**src/rtl/bha_pkg.sv**
```systemverilog
`timescale 1ns/1ps
package bha_pkg;

    typedef enum logic {
        ARB_RUN  = 1'b0,
        ARB_HELD = 1'b1
    } arb_mode_e;

    typedef struct packed {
        logic float_en;
        logic susp;
        logic ack;
    } arb_out_t;

    function automatic logic take_bus(input arb_mode_e mode,
                                      input logic      closing,
                                      input logic      req_seen);
        return (mode == ARB_RUN) && closing && req_seen;
    endfunction

    function automatic arb_out_t drive_outs(input logic granted_now);
        arb_out_t o;
        o.float_en = granted_now;
        o.susp     = granted_now;
        o.ack      = granted_now;
        return o;
    endfunction

endpackage

```
**src/rtl/bha_sampler.sv**
```systemverilog
`timescale 1ns/1ps
module bha_sampler #(
    parameter int STAGES = 1
) (
    input  logic clk,
    input  logic rst,
    input  logic req_in,
    output logic req_seen
);
    localparam int LAST = STAGES - 1;

    logic [STAGES-1:0] chain;

    generate
        if (STAGES == 1) begin : g_single
            always_ff @(posedge clk) begin
                if (rst) chain <= '0;
                else     chain <= req_in;
            end
        end else begin : g_multi
            always_ff @(posedge clk) begin
                if (rst) chain <= '0;
                else     chain <= {chain[STAGES-2:0], req_in};
            end
        end
    endgenerate

    assign req_seen = chain[LAST];

endmodule

```
**src/rtl/bha_grant.sv**
```systemverilog
`timescale 1ns/1ps
module bha_grant
    import bha_pkg::*;
(
    input  logic      clk,
    input  logic      rst,
    input  logic      closing,
    input  logic      req_seen,
    input  logic      drop_pending,
    output arb_mode_e mode
);
    always_ff @(posedge clk) begin
        if (rst) begin
            mode <= ARB_RUN;
        end else if (mode == ARB_HELD) begin
            if (drop_pending) mode <= ARB_RUN;
        end else if (take_bus(mode, closing, req_seen)) begin
            mode <= ARB_HELD;
        end
    end

endmodule

```
**src/rtl/bha_release.sv**
```systemverilog
`timescale 1ns/1ps
module bha_release
    import bha_pkg::*;
(
    input  logic      clk,
    input  logic      rst,
    input  arb_mode_e mode,
    input  logic      req_seen,
    output logic      drop_pending
);
    always_ff @(negedge clk) begin
        if (rst) drop_pending <= 1'b0;
        else     drop_pending <= (mode == ARB_HELD) && !req_seen;
    end

endmodule

```
**src/rtl/bus_hold_arbiter.sv**
```systemverilog
`timescale 1ns/1ps
module bus_hold_arbiter
    import bha_pkg::*;
#(
    parameter int SYNC_STAGES = 1
) (
    input  logic clk,
    input  logic rst,
    input  logic hold_req,
    input  logic cycle_end,
    output logic hlda,
    output logic bus_float,
    output logic suspend
);
    logic      hold_seen;
    logic      drop_pending;
    arb_mode_e mode;
    logic      granted;
    arb_out_t  outs;

    bha_sampler #(.STAGES(SYNC_STAGES)) u_sampler (
        .clk      (clk),
        .rst      (rst),
        .req_in   (hold_req),
        .req_seen (hold_seen)
    );

    bha_grant u_grant (
        .clk          (clk),
        .rst          (rst),
        .closing      (cycle_end),
        .req_seen     (hold_seen),
        .drop_pending (drop_pending),
        .mode         (mode)
    );

    bha_release u_release (
        .clk          (clk),
        .rst          (rst),
        .mode         (mode),
        .req_seen     (hold_seen),
        .drop_pending (drop_pending)
    );

    assign granted   = (mode == ARB_HELD) && !drop_pending;
    assign outs      = drive_outs(granted);
    assign hlda      = outs.ack;
    assign bus_float = outs.float_en;
    assign suspend   = outs.susp;

endmodule

```
**config.mk**
```make
export PLATFORM = sky130hd
export DESIGN_NAME = bus_hold_arbiter
export DESIGN_NICKNAME = d
export VERILOG_FILES = /design/src/rtl/bha_pkg.sv /design/src/rtl/bha_sampler.sv /design/src/rtl/bha_grant.sv /design/src/rtl/bha_release.sv /design/src/rtl/bus_hold_arbiter.sv
export SDC_FILE = /design/constraint.sdc
export NUM_CORES = 1
export LEC_CHECK = 0
export ABC_AREA = 0
export ABC_CLOCK_PERIOD_IN_PS = 900
export BUFFER_PORTS_ARGS = -buffer_cell sky130_fd_sc_hd__buf_2
export CAP_MARGIN = 20
export CORE_AREA = 10 10 47 49
export DETAILED_ROUTE_END_ITERATION = 12
export DIE_AREA = 0 0 57 59
export PLACE_DENSITY = 0.3
export SLEW_MARGIN = 20
export SYNTH_ARGS = -nofsm -noshare
export SYNTH_HDL_FRONTEND = slang
export SYNTH_SLANG_ARGS = --single-unit
```
**constraint.sdc**
```tcl
create_clock -name clk -period 0.9 [get_ports clk]
set_input_delay 0.045 -clock clk [delete_from_list [all_inputs] [get_ports clk]]
set_output_delay 0.045 -clock clk [all_outputs]
set_load 0.01 [all_outputs]
```
# ---- Word level (Yosys, flattened, before mapping)
# Index checks and enable logic that the tools add are counted.
# Widths: inputs -> output; s select.
dict set report totals {
  inputBits 4
  output_inout_bits 3
  elab_cells 13
  regBits 3
}
dict set report op_classes {
  n_reduce_logical 6
  bitwise_logic 1
  n_mux 3
}
# cell n
set op_table {}
lappend op_table {{$logic_and 1x1->1} 4}
lappend op_table {{$mux 1} 3}
lappend op_table {{$logic_not 1->1} 2}
lappend op_table {{$not 1->1} 1}

# ---- Logic depth before layout (Yosys ltp)
# Gate-level depths: netlist of the first run.
dict set report depth {
  ltp_word 5
  mapped_depth 2
  depth_no_buf 2
}

# ---- Modules after synthesis
# A second synthesis of the first run with hierarchy kept.
dict set report unflattened {
  cells_unflattened 12
  area_unflattened_um2 137.6
}
# module seq_area_each_um2 n_inst area_each_um2 cells_per_inst
set by_module_without_submodules {}
lappend by_module_without_submodules {bha_grant 20.0 1 38.8 4}
lappend by_module_without_submodules {bha_release 20.0 1 36.3 3}
lappend by_module_without_submodules {bha_sampler 20.0 1 33.8 2}
lappend by_module_without_submodules {bus_hold_arbiter 0.0 1 28.8 3}

==> impl_metrics.json, run 1 <==
{
  "tightest_slew_ns": 0.1118,
  "io_pins": 7,
  "antenna_found_initial": 0,
  "ir_drop_v": 0.0008756,
  "crit_arrival_ns": 1.31,
  "htreeDepth": 1,
  "yosysWarningCount": 0,
  "clockBufferDepth": 2,
  "setup_violations": 5,
  "synth_seq_cells": 3,
  "instances_no_fill": 38,
  "diodes": 0,
  "cts.clk_slew.worst_paths_ns": 0.03,
  "worstHoldPathType": "input pin to register",
  "routed_via_density": 3.053,
  "drv_cap": 0,
  "synthSimpleGateAreaFrac_pct": 26.73,
  "ant_nets": 0,
  "worst-path-max-fanout": 4,
  "io_buffers": 6,
  "wl_per_cell_um": 7.632,
  "failed_checks": "setup timing",
  "synthTopCellsByArea": "dfxtp_1, buf_4, nor2b_4, a32o_1, and2b_2",
  "clkLatencyLatePin_ns": 0.29,
  "critPathLaunchType": "register",
  "netlist.area_leader.share_pct": 47.52,
  "synth.area.mux_share_pct": 0,
  "dp_cells": 33,
  "finalHoldViolCount": 0,
  "wirelength_um": 290,
  "outcome": "complete, but fails checks",
  "die_h_um": 59,
  "worstSetupEndpointType": "output port",
  "synth_top_family_by_area": "simple AND/OR/NAND/NOR gates",
  "synth_xor_xnor_area_share_pct": 0,
  "synth_compound_area_share_pct": 7.921,
  "dr.pass1.iters": 2,
  "grt-busiest-layer": "met3",
  "finalPower_mw": 0.4398,
  "cts_made_buffers": 3,
  "drtIter0Drc": 3,
  "final_nets": 27,
  "remaining_drc_errors": 0,
  "ys_seq_area_share_pct": 47.52,
  "synthAdderAreaFrac_pct": 0,
  "met3_usage_pct": 4.506,
  "synth_cell_types": 8,
  "overflow": 0,
  "netlist_area_um2": 126.4,
  "syn-num-nets": 16,
  "vias": 116,
  "die_area_mm2": 0.003363,
  "report.final.slew_viol_count": 0,
  "core_mm2": 0.001401,
  "syn_area_per_cell_um2": 10.53,
  "critPathRequiredTime_ns": 0.85,
  "rsz0062_at_grt": "true",
  "layout_setup_ws_ns": -0.4543,
  "leakagePower_nw": 0.1062,
  "grtUsageMet1_pct": 1.542,
  "rows": 14,
  "grt_max_degree": 5,
  "cts_root_buffer": "clkbuf_4",
  "slew_headroom_pct": 92.51,
  "multi_input_area_um2": 48.80,
  "grt.total_usage_pct": 2.030,
  "area_delta_synth_final_pct": 66.34,
  "grtUsageMet2_pct": 1.395,
  "grt_first_pass_wirelength_um": 455,
  "cts_tree": "done",
  "yosys.area.top_type": "dfxtp_1",
  "syn_inst": 12,
  "die_w_um": 57,
  "regArea_um2": 62.56,
  "crit_type": "register to output port",
  "fillers": 167,
  "dp_slack_ns": -0.2239,
  "powerDensity_mw_per_mm2": 2092,
  "place.gp.congestion": 0.5551,
  "start_util_pct": 9.018,
  "skew_ns": 0.06012,
  "grt_pass1_vias": 122,
  "drive_gt1_share_pct": 72.73,
  "clock_sinks": 3
}
==> cells by family (layout without fill, tap and decap cells) <==
logic type,after synthesis,count (layout)
and+or+nand+nor,4,4
buffers and inverters,4,14
DFF,3,3
AOI/OAI and AO/OA,1,1
==> stage by stage <==
step | cell area, µm² | TNS, ns | hold WS (ns) | utilization (%)
floorplan | 127.6 | -0.7317 | 0.1875 | -
global placement | 170.2 | -0.7934 | 0.2674 | 12.14
detailed placement | 170.2 | -0.8862 | 0.2713 | 12.14
CTS | 209.0 | -1.868 | 0.03019 | 14.91
global route | 210.2 | -1.968 | 0.03367 | 15.00
finish | 210.2 | -1.814 | 0.03607 | 15.00
==> worst max-delay path, cell delays in order, from the launching register on <==
cell and delay [ns]:
dfxtp_2 0.31, nor2b_4 0.12, buf_2 0.14
==> registers in the layout (all words and copies together) (netlist names) <==
register / count
u_grant.mode: 1
u_release.drop_pending: 1
u_sampler.req_seen: 1
==> cells in the final DEF (no fill, tap or decap), drive strengths merged <==
master / netlist / final
inv: 2 / 2
a32o: 1 / 1
nor2: 1 / 1
and2b: 1 / 1
nor3b: 1 / 1
clkbuf: 0 / 4
nor2b: 1 / 1
dfxtp: 3 / 3
buf: 2 / 8
==> power breakdown <==
part	internal, mW	switching, mW	total [mW]
Sequential	0.141	0.00380	0.145
Combinational	0.0258	0.0177	0.0435
Clock	0.172	0.0791	0.251
==> cell usage after synthesis <==
| master | instances |
|---|---|
| a32o_1 | 1 |
| and2b_2 | 1 |
| buf_4 | 2 |
| dfxtp_1 | 3 |
| inv_1 | 2 |
| nor2_1 | 1 |
| nor2b_4 | 1 |
| nor3b_1 | 1 |
==> final cells by class <==
| type | count | share of cell area (%) |
|---|---|---|
| repair buffers | 8 | 21.43 |
| inverters | 1 | 1.786 |
| well taps | 16 | 9.524 |
| flip-flops and latches | 3 | 29.76 |
| clock buffers | 4 | 12.50 |
| multi-input cells | 5 | 23.21 |
| clock inverters | 1 | 1.786 |
==> what timing repair did <==
action | in CTS | in global routing
pin swaps | 1 | 1
setup buffers | 1 | 0
hold buffers | 0 | 0
setup endpoints to repair | 5 | 5
gates resized for setup | 1 | 1
==> routing by layer <==
metal	share of wire (%)	routed length, µm
met5	0	0
met4	0	0
met3	30	86
met2	27	77
met1	43	126
==> path summary, 6_finish.rpt <==
kind                                      from                       endpoint  slack [ns]  cells after the start
max          u_release.drop_pending$_SDFF_NP0_                        suspend       -0.45                      2
min                                   hold_req  u_sampler.req_seen$_SDFF_PP0_        0.04                      2
max reg2reg  u_release.drop_pending$_SDFF_NP0_        u_grant.mode$_SDFF_PP0_       -0.40                      3
min reg2reg      u_sampler.req_seen$_SDFF_PP0_        u_grant.mode$_SDFF_PP0_        0.53                      1
Note: power is estimated with default switching activity, not from simulation.
==> run 2, diff against run 1 <==
Settings changed: CELL_PAD_IN_SITES_DETAIL_PLACEMENT from default to 1, CELL_PAD_IN_SITES_GLOBAL_PLACEMENT from default to 1, PLACE_DENSITY 0.3 to 0.36.
==> run 2 against run 1 <==
Effect of this change: the run still ends with setup timing left; largest power group unchanged; largest cell class unchanged; clock skew is 0.0049 ns lower; critical path type unchanged; sequential share of layout area up 0.42 points; global-route usage rose by 0.34 points.
==> impl_metrics.json, run 2 (synthesis results as in run 1) <==
{
  "outcome": "complete, but fails checks",
  "failed_checks": "setup timing",
  "io_pins": 7,
  "clock_sinks": 3,
  "crit_arrival_ns": 1.31,
  "place_area_um2": 177.7,
  "grt_max_degree": 5,
  "wirelength_um": 334,
  "leakagePower_nw": 0.1059,
  "overflow": 0,
  "core_mm2": 0.001401,
  "skew_ns": 0.05526,
  "routed_via_density": 2.895,
  "postLayoutCellArea_um2": 211.5,
  "diodes": 0,
  "cts_tree": "done",
  "grt_first_pass_wirelength_um": 531,
  "report.final.slew_viol_count": 0,
  "setup_violations": 5,
  "io_buffers": 6,
  "remaining_drc_errors": 0,
  "dp_cells": 34,
  "wl_per_cell_um": 8.789,
  "worstHoldPathType": "input pin to register",
  "clockBufferDepth": 2,
  "crit_path_cell_trace": "nor2b_4, buf_2",
  "worst-path-max-fanout": 4,
  "crit_type": "register to output port",
  "dr.pass1.iters": 1,
  "worstSetupEndpointType": "output port",
  "crit_path_top_delay_cell": "dfxtp_2",
  "cts_setup_buffers": 0,
  "ant_nets": 0,
  "finalHoldViolCount": 0,
  "critPathRequiredTime_ns": 0.85,
  "final_common_cell": "buf_2",
  "critPathLaunchType": "register",
  "cts.clk_slew.worst_paths_ns": 0.03,
  "drv_cap": 0,
  "max_stage_delay_ns": 0.31,
  "grt.total_usage_pct": 2.375,
  "layout_setup_ws_ns": -0.4597,
  "slew_headroom_pct": 91.14,
  "rows": 14,
  "drtIter0Drc": 0,
  "instances_no_fill": 38,
  "htreeDepth": 1,
  "cts_root_buffer": "clkbuf_4",
  "drive_gt1_share_pct": 77.27,
  "die_h_um": 59,
  "tightest_slew_ns": 0.1323,
  "vias": 110,
  "antenna_found_initial": 0,
  "die_area_mm2": 0.003363,
  "area_delta_synth_final_pct": 67.33,
  "dpl.hpwl_um": 255.3,
  "powerDensity_mw_per_mm2": 2068,
  "place.gp.congestion": 0.5654,
  "tns_ns": -1.731,
  "cts_made_buffers": 3,
  "ir_drop_v": 0.0005638,
  "rsz0062_at_grt": "true",
  "layout_common_cells": "buf_2, clkbuf_4, dfxtp_2",
  "die_w_um": 57,
  "grt_pass1_vias": 125,
  "clkLatencyLatePin_ns": 0.29,
  "fin_hold_ws_ns": 0.03996,
  "start_util_pct": 9.018,
  "final_nets": 27
}
-- run 2: cell counts in the layout (fill, tap and decap cells not counted) --
No cell type changed its count.
-- run 2: area by class of cell --
type	count	area [µm²]
fill	171	1190
tap	16	20.02
sequential	3	63.81
inverter	1	3.754
multi-input combinational	5	48.80
timing repair buffer	8	45.04
clock buffer	4	26.28
clock inverter	1	3.754
-- run 2: final timing paths --
check,from,endpoint,slack (ns),depth (start not counted)
min,hold_req,u_sampler.req_seen$_SDFF_PP0_,0.04,2
max reg2reg,u_release.drop_pending$_SDFF_NP0_,u_grant.mode$_SDFF_PP0_,-0.30,2
max,u_release.drop_pending$_SDFF_NP0_,bus_float,-0.46,2
min reg2reg,u_sampler.req_seen$_SDFF_PP0_,u_grant.mode$_SDFF_PP0_,0.51,1
-- run 2: metrics by stage --
step	power [mW]	worst slack (ns)	utilization (%)
final	0.4373	-0.4597	15.09
after detailed placement	0.2029	-0.2303	12.68
after floorplan	0.1847	-0.2168	-
after CTS	0.4516	-0.4831	14.91
after global routing	0.4707	-0.5264	15.09
after global placement	0.2026	-0.2210	12.68
-- run 2: timing repair --
item / in CTS / in global routing
hold buffers: 0 / 0
resized for setup: 1 / 2
setup endpoints to repair: 5 / 5
endpoints found under the hold margin: 0 / 0
pin swaps: 1 / 0
-- run 2: power breakdown --
part           internal, mW  switching, mW  leakage (nW)
Clock                 0.172         0.0760        0.0203
Sequential            0.142        0.00389        0.0258
Combinational        0.0257         0.0178        0.0598
-- run 2: layer usage --
| metal | routed length, µm | vias up | GRT usage [%] |
|---|---|---|---|
| met5 | 0 | - | 0 |
| met3 | 78 | 0 | 3.863 |
| li1 | - | 56 | - |
| met4 | 0 | 0 | 3.020 |
| met2 | 119 | 9 | 1.860 |
| met1 | 136 | 45 | 1.896 |
-- run 2: worst max-delay path, delay by kind of cell (launching register included) --
| kind | cells | cell delay [ns] |
|---|---|---|
| buffers and inverters | 1 | 0.14 |
| DFF | 1 | 0.31 |
| and+or+nand+nor | 1 | 0.12 |
==> run 3, diff against run 2 <==
Settings changed: ABC_CLOCK_PERIOD_IN_PS 900 to 1700, SYNTH_HIERARCHICAL from default to 1.
Clock period 0.9 ns to 1.7 ns, I/O delays scaled along.
==> run 3 against run 2 <==
Effect of this change: critical path type unchanged; the run still ends with setup timing left; cell count shrank 5.3%; critical endpoint is now suspend; utilization shrank 0.89 points; synthesized cell count is the same.
==> impl_metrics.json, run 3 <==
{
  "overflow": 0,
  "core_mm2": 0.001401,
  "drtIter0Drc": 1,
  "die_h_um": 59,
  "clkLatencyLatePin_ns": 0.29,
  "place.gp.congestion": 0.5103,
  "failed_checks": "setup timing",
  "synth_seq_cells": 3,
  "hold_buffers": 0,
  "synth_edf_count": 0,
  "start_util_pct": 9.821,
  "crit_arrival_ns": 1.71,
  "ir_drop_v": 0.0004805,
  "routed_via_density": 2.861,
  "die_area_mm2": 0.003363,
  "outcome": "complete, but fails checks",
  "syn_area_per_cell_um2": 11.47,
  "drive_gt1_share_pct": 60.00,
  "yosysWarningCount": 6,
  "remaining_drc_errors": 0,
  "synthTopCellsByCount": "dfxtp_1, buf_4, nor2b_4",
  "grt_max_degree": 5,
  "yosysMostFrequentCell": "dfxtp_1",
  "setup_violations": 3,
  "met3_usage_pct": 3.863,
  "instances_no_fill": 36,
  "cts_tree": "done",
  "rows": 14,
  "yosys.area.top_type": "dfxtp_1",
  "tns_ns": -0.2824,
  "skew_ns": 0.05972,
  "synth_cell_types": 8,
  "synth_ff_type": "dfxtp_1",
  "wirelength_um": 301,
  "netlist.area_leader.share_pct": 43.64,
  "grt_first_pass_wirelength_um": 558,
  "die_w_um": 57,
  "dp_cells": 32,
  "final_common_cell": "buf_2",
  "ant_nets": 0,
  "io_buffers": 6,
  "clockBufferDepth": 2,
  "powerDensity_mw_per_mm2": 1138,
  "layout_common_cells": "buf_2, clkbuf_4, dfxtp_1",
  "critPathRequiredTime_ns": 1.62,
  "drv_cap": 0,
  "vias": 103,
  "diodes": 0,
  "finalPower_mw": 0.2263,
  "clock_sinks": 3,
  "htreeDepth": 1,
  "syn-num-nets": 16,
  "cts_resized": 0,
  "cts_made_buffers": 3,
  "grtUsageMet2_pct": 2.636,
  "grt-busiest-layer": "met3",
  "critPathLaunchType": "register",
  "async_flop_share_pct": 0,
  "grt_pass1_vias": 140,
  "worst-path-max-fanout": 3,
  "grtUsageMet1_pct": 2.014,
  "finalHoldViolCount": 0,
  "crit_type": "register to output port",
  "report.final.slew_viol_count": 0,
  "synthTopCellsByArea": "dfxtp_1, nor2b_4, buf_4, nor3b_2, nand3b_1",
  "rsz0062_at_grt": "true",
  "worstHoldPathType": "input pin to register",
  "ys_seq_area_share_pct": 43.64,
  "grt.total_usage_pct": 2.288,
  "cts.clk_slew.worst_paths_ns": 0.03,
  "area_delta_synth_final_pct": 44.55,
  "cts_setup_buffers": 0,
  "tightest_slew_ns": 0.1209,
  "dr.pass1.iters": 2,
  "netlist_area_um2": 137.6,
  "final_nets": 25,
  "io_pins": 7,
  "leakagePower_nw": 0.09174,
  "worstSetupEndpointType": "output port",
  "wl_per_cell_um": 8.361,
  "antenna_found_initial": 0,
  "cts_root_buffer": "clkbuf_4",
  "slew_headroom_pct": 91.90,
  "layout_setup_ws_ns": -0.09583,
  "syn_inst": 12
}
-- run 3: changes by cell type after synthesis --
cell,previous run,this run
nor3b_1,1,0
and2b_2,1,0
nor3b_2,0,1
nand2b_1,0,1
inv_1,2,1
nor2b_4,1,2
nand3b_1,0,1
a32o_1,1,0
nor2_1,1,0
a21oi_1,0,1
-- run 3: path summary, 6_finish.rpt --
kind                                          start                            end  slack [ns]  cells past startpoint
setup / recovery  u_release/drop_pending$_SDFF_NP0_                        suspend        -0.1                      2
setup reg to reg  u_release/drop_pending$_SDFF_NP0_        u_grant/mode$_SDFF_PP0_        0.12                      2
hold / removal                                  rst  u_sampler/req_seen$_SDFF_PP0_        0.07                      2
hold reg to reg       u_sampler/req_seen$_SDFF_PP0_        u_grant/mode$_SDFF_PP0_        0.51                      2
-- run 3: stage by stage --
stage          cell area (µm²)  utilization (%)  setup slack (ns)  hold slack (ns)
3_5_place_dp             172.7            12.32            0.1871           0.3067
3_3_place_gp             172.7            12.32            0.2137           0.3048
5_1_grt                  198.9            14.20           -0.1567          0.06583
6_report                 198.9            14.20          -0.09583          0.07425
2_1_floorplan            137.6                -            0.1780           0.1493
4_1_cts                  198.9            14.20           -0.1255          0.06900
-- run 3: power breakdown --
part	total (mW)	switching (mW)	internal [mW]	leakage [nW]
clock network	0.131	0.0398	0.0911	0.0203
registers	0.0768	0.00262	0.0742	0.0246
logic	0.0187	0.00786	0.0108	0.0468
-- run 3: cell families (layout without fill, tap and decap cells) --
logic type | count (synthesis) | count (layout) | share of synthesized area, %
compound gates | 1 | 1 | 3.633
buf+inv | 3 | 11 | 13.63
flops | 3 | 3 | 43.64
simple gates | 5 | 5 | 39.10
-- run 3: cell type report --
type / count / area (µm²)
Clock buffer: 4 / 26.28
Clock inverter: 1 / 3.754
Fill cell: 173 / 1202
Multi-Input combinational cell: 6 / 58.81
Sequential cell: 3 / 60.06
Tap cell: 16 / 20.02
Timing Repair Buffer: 6 / 30.03
-- run 3: layer usage --
layer | routed length [µm] | up-vias | share of wire, %
met5 | 0 | - | 0
met4 | 0 | 0 | 0
met3 | 43 | 0 | 14
met2 | 102 | 7 | 34
met1 | 154 | 44 | 51
li1 | - | 52 | -
-- run 3: worst max-delay path, cell delays in order (launching register included) --
cell     delay, ns
dfxtp_1       0.32
nor2b_4       0.12
buf_2         0.14
